<file path="src/rtl/hs_port_ctrl.sv">
module hs_port_ctrl (
  input  logic       clk,
  input  logic       rst,
  input  logic       wr_en,
  input  logic       rd_en,
  input  logic [1:0] addr,
  input  logic [7:0] wdata,
  output logic [7:0] rdata,
  input  logic [7:0] pa_in,
  output logic [7:0] pa_out,
  output logic       pa_oe,
  input  logic [7:0] pb_in,
  output logic [7:0] pb_out,
  output logic       pb_oe,
  input  logic [5:0] pc_in,
  output logic [5:0] pc_out,
  output logic [5:0] pc_oe
);
  logic [7:0] cmd, a_q, b_q, a_cap, b_cap, a_s1, a_s2, b_s1, b_s2;
  logic [5:0] c_q, c_s1, c_s2;
  logic       stb_a_d, stb_b_d, bf_a, rq_a, bf_b, rq_b;

  wire       ie_a  = cmd[0];
  wire       ie_b  = cmd[1];
  wire       dir_a = cmd[2];
  wire       dir_b = cmd[3];
  wire [1:0] mode  = cmd[5:4];
  wire       ctl_a = (mode == 2'b01) || (mode == 2'b10);
  wire       ctl_b = (mode == 2'b10);
  wire       intr_a = rq_a & ie_a;
  wire       intr_b = rq_b & ie_b;
  wire       rise_a = c_s2[2] & ~stb_a_d;
  wire       rise_b = c_s2[5] & ~stb_b_d;
  wire       wr_a = wr_en && addr == 2'd1;
  wire       wr_b = wr_en && addr == 2'd2;
  wire       rd_a = rd_en && addr == 2'd1;
  wire       rd_b = rd_en && addr == 2'd2;

  always_ff @(posedge clk) begin
    if (rst) begin
      {a_s1, a_s2, b_s1, b_s2} <= '0;
      c_s1 <= '1;
      c_s2 <= '1;
      stb_a_d <= 1'b1;
      stb_b_d <= 1'b1;
    end else begin
      a_s1 <= pa_in;  a_s2 <= a_s1;
      b_s1 <= pb_in;  b_s2 <= b_s1;
      c_s1 <= pc_in;  c_s2 <= c_s1;
      stb_a_d <= c_s2[2];
      stb_b_d <= c_s2[5];
    end
  end

  always_ff @(posedge clk) begin
    if (rst) begin
      cmd <= '0; a_q <= '0; b_q <= '0; c_q <= '0;
      a_cap <= '0; b_cap <= '0;
      {bf_a, rq_a, bf_b, rq_b} <= '0;
    end else begin
      if (wr_en && addr == 2'd0) cmd <= wdata;
      if (wr_en && addr == 2'd3) c_q <= wdata[5:0];
      if (rd_a && ctl_a && !dir_a) begin bf_a <= 1'b0; rq_a <= 1'b0; end
      if (rd_b && ctl_b && !dir_b) begin bf_b <= 1'b0; rq_b <= 1'b0; end
      if (rise_a && ctl_a) begin
        rq_a <= 1'b1;
        bf_a <= ~dir_a;
        if (!dir_a) a_cap <= a_s2;
      end
      if (rise_b && ctl_b) begin
        rq_b <= 1'b1;
        bf_b <= ~dir_b;
        if (!dir_b) b_cap <= b_s2;
      end
      if (wr_a) begin
        a_q <= wdata;
        if (ctl_a && dir_a) begin bf_a <= 1'b1; rq_a <= 1'b0; end
      end
      if (wr_b) begin
        b_q <= wdata;
        if (ctl_b && dir_b) begin bf_b <= 1'b1; rq_b <= 1'b0; end
      end
    end
  end

  assign pa_out = a_q;
  assign pb_out = b_q;
  assign pa_oe  = dir_a;
  assign pb_oe  = dir_b;

  always_comb begin
    case (mode)
      2'b00:   begin pc_oe = 6'b000000; pc_out = c_q; end
      2'b01:   begin pc_oe = 6'b111011; pc_out = {c_q[5:3], 1'b0, bf_a, intr_a}; end
      2'b10:   begin pc_oe = 6'b011011; pc_out = {1'b0, bf_b, intr_b, 1'b0, bf_a, intr_a}; end
      default: begin pc_oe = 6'b111111; pc_out = c_q; end
    endcase
  end

  always_comb begin
    case (addr)
      2'd0:    rdata = {2'b00, ie_b, intr_b, bf_b, ie_a, intr_a, bf_a};
      2'd1:    rdata = dir_a ? a_q : (ctl_a ? a_cap : a_s2);
      2'd2:    rdata = dir_b ? b_q : (ctl_b ? b_cap : b_s2);
      default: rdata = {2'b00, (pc_oe & pc_out) | (~pc_oe & c_s2)};
    endcase
  end

  assert_reset_inputs_R8: assert property (@(posedge clk)
    rst |=> (pa_oe == 1'b0 && pb_oe == 1'b0 && pc_oe == 6'd0 && pa_out == 8'd0 && pb_out == 8'd0));

  assert_intr_masked_R5: assert property (@(posedge clk) disable iff (rst)
    (ctl_a && !ie_a) |-> !pc_out[0]);

  assert_out_write_R7: assert property (@(posedge clk) disable iff (rst)
    (wr_a && ctl_a && dir_a) |=> (pc_out[1] && !rq_a));

  assert_in_read_R6: assert property (@(posedge clk) disable iff (rst)
    (rd_a && !wr_en && ctl_a && !dir_a && !rise_a) |=> !pc_out[1]);

  assert_all_out_R1: assert property (@(posedge clk) disable iff (rst)
    (wr_en && addr == 2'd0 && wdata[5:4] == 2'b11) |=> pc_oe == 6'h3F);
endmodule

</file>
<file path="config.mk">
export PLATFORM = sky130hd
export DESIGN_NAME = hs_port_ctrl
export DESIGN_NICKNAME = d
export VERILOG_FILES = /design/src/rtl/hs_port_ctrl.sv
export SDC_FILE = /design/constraint.sdc
export NUM_CORES = 1
export LEC_CHECK = 0
export BUFFER_PORTS_ARGS = -buffer_cell sky130_fd_sc_hd__clkbuf_2
export CAP_MARGIN = 20
export CORE_MARGIN = 2
export CORE_UTILIZATION = 35
export CTS_CLUSTER_DIAMETER = 100
export DETAILED_ROUTE_END_ITERATION = 7
export GPL_TIMING_DRIVEN = 0
export SYNTH_ARGS = -nofsm -noshare
export SYNTH_HDL_FRONTEND = slang
export SYNTH_SLANG_ARGS = --single-unit
</file>
<file path="constraint.sdc">
create_clock -name clk -period 3.5 [get_ports clk]
set_input_delay 0 -clock clk [delete_from_list [all_inputs] [get_ports clk]]
set_output_delay 0 -clock clk [all_outputs]
set_load 0.05 [all_outputs]
</file>
==> metrics.md, run 1 <==
| Metric | Value |
|---|---|
| CP top delay family | `multiplexers` |
| Post-DP HPWL | `approximately 7.4 mm` |
| Worst EP arrival | `about 2700 ps` |
| Syn_nets | `461` |
| Grt total ovfl | `0` |
| Synth cell types | `35` |
| Vias in the first global route | `3088` |
| Setup_tns | `0 ps` |
| VDD IR max | `0.2116 mV` |
| CP startpoint kind | `flip-flop` |
| Port Buffer Count | `71` |
| Seq/Total Area, Yosys | `49.92%` |
| Area Overhead vs Synth | `28.08%` |
| Setup violators final | `0` |
| Hold Path Stages | `2` |
| Clock slew at reported path FFs | `90 ps` |
| Crit path required time | `3500 ps` |
| Placeable core region | `approximately 10000 um2` |
| Initial Utilization | `roughly 36%` |
| Final core occ | `between 40% and 50%` |
| Worst Path Class, Setup | `reg -> out` |
| Hold endpoint | `b_s2[6]$_SDFF_PP0_` |
| Placement Setup Slack | `1251 ps` |
| # placed instances | `627` |
| Max-slew violation count | `0` |
| Clk_skew | `about 7.6 ps` |
| Boundary Pins | `74` |
| GP Congestion | `0.8794` |
| TritonRoute pass-1 iters | `4` |
| Most frequent cells in the layout | `dfxtp_1, clkbuf_2, nand2_1` |
| Non-Filler Instances | `674` |
| RSZ-0062 raised after global routing | `false` |
| DRT iter0 DRCs | `178` |
| First-pass GRT wire length | `15.64 mm` |
| # diodes | `0` |
| Crit path cell chain | `inv_1, ha_1, buf_6, mux2_4, mux2_2, mux4_2, clkbuf_2` |
| Power per cell area | `roughly 460 nW/um2` |
| CTS tree | `yes` |
| CTS Buffer Depth | `2` |
| Worst r2r path cells | `7` |
| Clock Latency Late Sink | `360 ps` |
| Synth Register Bits | `94` |
| Hold Violations, Final | `0` |
| TritonCTS Sinks | `94` |
| Row cnt | `37` |
| GRT Util Overall | `17.90%` |
| Die height | `107.8 um` |
| Pin count of the biggest net entering global routing | `17` |
| Relative slew margins | `53.98%` |
| Final Net Count | `approximately 570` |
| DR WL/cell | `around 15 um` |
| Outcome | `finished clean` |
| H-tree depth | `3` |
| Reg2Reg Launch Point | `cmd[5]$_SDFFE_PP0P_` |
| Die W | `107.8 um` |
| DRC violations left | `0` |
| Max cap viols | `0` |
| Sequential cell area | `around 1900 um2` |
| Commonest non-fill, non-tap cell in the layout | `dfxtp_1` |
| Ys flop type | `dfxtp_1` |
| Syn Area/Cell | `8.976 um2` |
| Footprint of the multi-input gates | `about 1700 um2` |
| CTS Buf Count | `9` |
| Final total power | `2.203 mW` |
| Worst setup margin | `852.6 ps` |
| DR vias/cell | `4.877` |
| Post-synth ARST share | `0%` |
| Min cycle time layout | `2647 ps` |
| Routed wire length | `10.07 mm` |
| Mapped Cells | `420` |
| Post-DRT Antenna Nets | `0` |
| Crit path max fanout | `10` |
| Worst-Margin Slew | `687.3 ps` |
| Hold Path Class | `in -> reg` |
| CTS Hold Buffers Added | `31` |
| Initial antenna violation count | `0` |
| Crit path buffers/inverters | `3` |
| R2r endpoint | `a_cap[2]$_SDFFE_PP0P_` |
| Total setup buffers inserted after CTS | `0` |
| Worst R2R Setup Slack | `1510 ps` |
| Clock Tree Root | `clkbuf_8` |
| Critical Path Sink Type | `output port` |
| Die Area | `11620 um2` |
| Yosys warns | `0` |
| Min-delay src | `rst` |
| Static Leak | `about 1.9 nW` |
| EDFF count, synth | `0` |
| Max frequency | `around 380 MHz` |
| CTS-repair resized insts | `0` |
| FILL cells | `1056` |
| Final period util | `75.64%` |
| CP max stage cell | `mux4_2` |
| Share of layout cells above drive strength 1 | `23.23%` |
| Synthesized area | `approximately 3800 um2` |
| DR vias | `3287` |
| Crit-path max cell delay | `480 ps` |
synth_stat cells, types with 3 or more instances:
library cell   n  share of area, %
a21oi_1       43               5.7
nand2_1       69               6.9
clkbuf_1      18               1.8
nand2b_1       3              0.50
a31oi_1        6               1.0
nor2b_1       37               6.1
or2_2         16               2.7
mux2_2         8               2.4
a211oi_1       5               1.0
nand3_1       11               1.5
nor2_1        24               2.4
inv_1         10               1.0
buf_4          3              0.60
o21ai_0       16               2.1
o21bai_1       4              0.80
mux2i_1       20               5.3
ha_1           5               1.7
buf_2          4              0.53
dfxtp_1       94                50
state kept, by name (all words and copies together), names as in the netlist, 8 cells and up:
register  cells
a_cap         8
a_s1          8
a_s2          8
b_cap         8
b_s1          8
b_s2          8
pa_out        8
pb_out        8
area by class of cell:
cell class              count  area share, %
repair buffers            102          13.79
clock buffers               9          2.565
well taps                 136          3.524
flip-flops and latches     94          38.97
plain buffers              29          2.902
inverters                  10         0.7774
clock inverters             7          2.047
multi-input cells         287          35.42
per-layer routing:
| layer | wire length, um | vias up | global-route usage [%] |
|---|---|---|---|
| li1 | - | 1624 | - |
| met1 | 4708 | 1532 | 24.90 |
| met2 | 4531 | 114 | 26.68 |
| met3 | 628 | 17 | 3.692 |
| met4 | 204 | 0 | 7.875 |
| met5 | 0 | - | 0 |
where the power goes:
group	leakage, nW	switching [mW]	internal [mW]
logic	1.05	0.181	0.107
clock network	0.109	0.389	0.404
registers	0.769	0.0176	1.10
total	1.93	0.587	1.62
worst max-delay path by stage:
stage	from	to	slack [ps]	cells after the start
4_1_cts	cmd[5]$_SDFFE_PP0P_	rdata[2]	850	7
5_1_grt	cmd[5]$_SDFFE_PP0P_	rdata[0]	750	9
2_1_floorplan	cmd[4]$_SDFFE_PP0P_	rdata[0]	260	7
3_5_place_dp	cmd[5]$_SDFFE_PP0P_	rdata[2]	1250	7
6_report	cmd[5]$_SDFFE_PP0P_	rdata[2]	850	7
3_3_place_gp	cmd[5]$_SDFFE_PP0P_	rdata[2]	1270	7
cell families (layout without fill, tap and decap cells):
| kind of cell | Yosys count | after routing | share of synthesized area (%) |
|---|---|---|---|
| AND/OR/NAND/NOR | 168 | 168 | 21.71 |
| AO/OA/AOI/OAI | 82 | 82 | 12.31 |
| buffers and inverters | 39 | 157 | 4.713 |
| flip-flops | 94 | 94 | 49.92 |
| adder cells (fa/ha/maj) | 5 | 5 | 1.659 |
| multiplexers | 32 | 32 | 9.691 |
per-stage QoR:
step,hold WS [ps],cell area [um2]
floorplan,103.8,3770
detailed placement,184.8,4295
finish,11.43,4828
CTS,12.40,4828
global route,35.21,4828
global placement,183.0,4295
(Power assumes the default switching activity.)
==> run 2, diff against run 1 <==
Clock period 3.5 ns to 2.7 ns, I/O delays scaled along.
==> metrics.md, run 2 (same netlist as run 1, synthesis figures left out) <==
| Metric | Value |
|---|---|
| CTS tree | `yes` |
| Worst R2R Setup Slack | `700 ps` |
| Hold Path Class | `in -> reg` |
| DRC violations left | `0` |
| Post-DRT Antenna Nets | `0` |
| Placed cell areas | `4308 um2` |
| Clk_skew | `16.43 ps` |
| Die W | `around 110 um` |
| CTS Buffer Depth | `2` |
| Total setup buffers inserted after CTS | `0` |
| Die height | `~110 um` |
| Placeable core region | `10370 um2` |
| Power per cell area | `587.1 nW/um2` |
| Pin count of the biggest net entering global routing | `15` |
| Worst EP arrival | `2590 ps` |
| Die Area | `approximately 12000 um2` |
| Min cycle time layout | `2594 ps` |
| Initial Utilization | `36.35%` |
| Grt total ovfl | `0` |
| CTS Buf Count | `9` |
| DR vias | `3209` |
| # diodes | `0` |
| Max-slew violation count | `0` |
| Vias in the first global route | `3062` |
| Worst setup margin | `106.2 ps` |
| Worst Path Class, Setup | `reg -> out` |
| Row cnt | `37` |
| Commonest non-fill, non-tap cell in the layout | `dfxtp_1` |
| Clock Tree Root | `clkbuf_8` |
| Crit path required time | `2700 ps` |
| Boundary Pins | `74` |
| Share of layout cells above drive strength 1 | `23.28%` |
| Clock slew at reported path FFs | `roughly 90 ps` |
| Initial antenna violation count | `0` |
| Clock Latency Late Sink | `approximately 360 ps` |
| Final period util | `96.07%` |
| Crit path max fanout | `10` |
| Port Buffer Count | `71` |
| CP max stage cell | `mux4_2` |
| Setup violators final | `0` |
| Outcome | `finished clean` |
| Hold Violations, Final | `0` |
| GP Congestion | `0.8667` |
| Max cap viols | `0` |
| Placement Setup Slack | `approximately 460 ps` |
| Post-DP HPWL | `7.441 mm` |
| Routed wire length | `9.946 mm` |
| Area Overhead vs Synth | `28.21%` |
| Final total power | `2.838 mW` |
| Critical Path Sink Type | `output port` |
| DRT iter0 DRCs | `248` |
| First-pass GRT wire length | `15.65 mm` |
| Final Net Count | `573` |
| RSZ-0062 raised after global routing | `false` |
| H-tree depth | `3` |
| TritonCTS Sinks | `94` |
| Crit path cell chain | `inv_1, ha_1, buf_6, mux2_4, mux2_2, mux4_2, buf_2` |
| Most frequent cells in the layout | `dfxtp_1, nand2_1, clkbuf_2` |
| Crit-path max cell delay | `roughly 460 ps` |
| TritonRoute pass-1 iters | `5` |
| DR vias/cell | `4.768` |
| Relative slew margins | `51.29%` |
| Max frequency | `385.5 MHz` |
| CP startpoint kind | `flip-flop` |
| Design area | `4833 um2` |
| DR WL/cell | `14.78 um` |
| VDD IR max | `0.3003 mV` |
| GRT Util Overall | `18.03%` |
| Worst-Margin Slew | `727.4 ps` |
| Static Leak | `just under 2 nW` |
==> run 2: cell types whose count changed in the layout (fill, tap and decap cells not counted), moves of 2 or more <==
cell / previous run / this run
a31oi_1: 6 / 4
clkinv_4: 3 / 0
o21ai_1: 0 / 2
clkbuf_1: 18 / 20
clkbuf_2: 71 / 67
clkbuf_4: 0 / 3
o21ai_0: 16 / 14
a31oi_2: 0 / 2
==> run 2: layout make-up <==
cell class              count  area (um2)
plain buffers              29       142.6
clock buffers              12       145.1
clock inverters             4       70.07
fillers                  1036        5537
inverters                  10       37.54
multi-input cells         287        1723
flip-flops and latches     94        1882
well taps                 136       170.2
repair buffers            101       663.1
==> run 2: stage by stage <==
stage | hold WS, ps | TNS (ps) | std cells | util [%]
6_report | 19.99 | 0 | 673 | 46.61
3_5_place_dp | 185.2 | 0 | 627 | 41.54
5_1_grt | 38.17 | 0 | 673 | 46.61
2_1_floorplan | 103.8 | -129.7 | 420 | -
4_1_cts | 7.801 | 0 | 673 | 46.51
3_3_place_gp | 183.2 | 0 | 627 | 41.54
==> run 2: worst max-delay path: cells and delay by family, from the launching register on <==
family	cells	cell delay, ps
adders and majority gates	1	310
muxes	3	1040
DFF	1	390
buffers and inverters	3	500
==> run 2: per-layer routing <==
layer  GRT usage (%)  routed length, um  vias to the layer above
met3           2.906                494                       15
met5               0                  0                        -
met1           24.87               4892                     1476
li1                -                  -                     1617
met4           8.608                211                        0
met2           27.40               4347                      101
==> run 2: report_power, final <==
group	internal (mW)	switching, mW
sequential	1.43	0.0217
combinational	0.142	0.236
clock	0.545	0.462
total	2.12	0.720
==> run 2: final timing paths <==
path / from / to / cells past startpoint
hold / removal: rst / b_s2[4]$_SDFF_PP0_ / 2
setup reg to reg: cmd[5]$_SDFFE_PP0P_ / a_cap[6]$_SDFFE_PP0P_ / 7
hold reg to reg: c_s1[3]$_SDFF_PP1_ / c_s2[3]$_SDFF_PP1_ / 1
setup / recovery: cmd[5]$_SDFFE_PP0P_ / rdata[2] / 7
==> run 2: what timing repair did <==
item	in CTS	in global routing
hold buffers	30	0
endpoints found under the hold margin	50	0
gates resized for setup	0	9
setup endpoints to repair	0	4
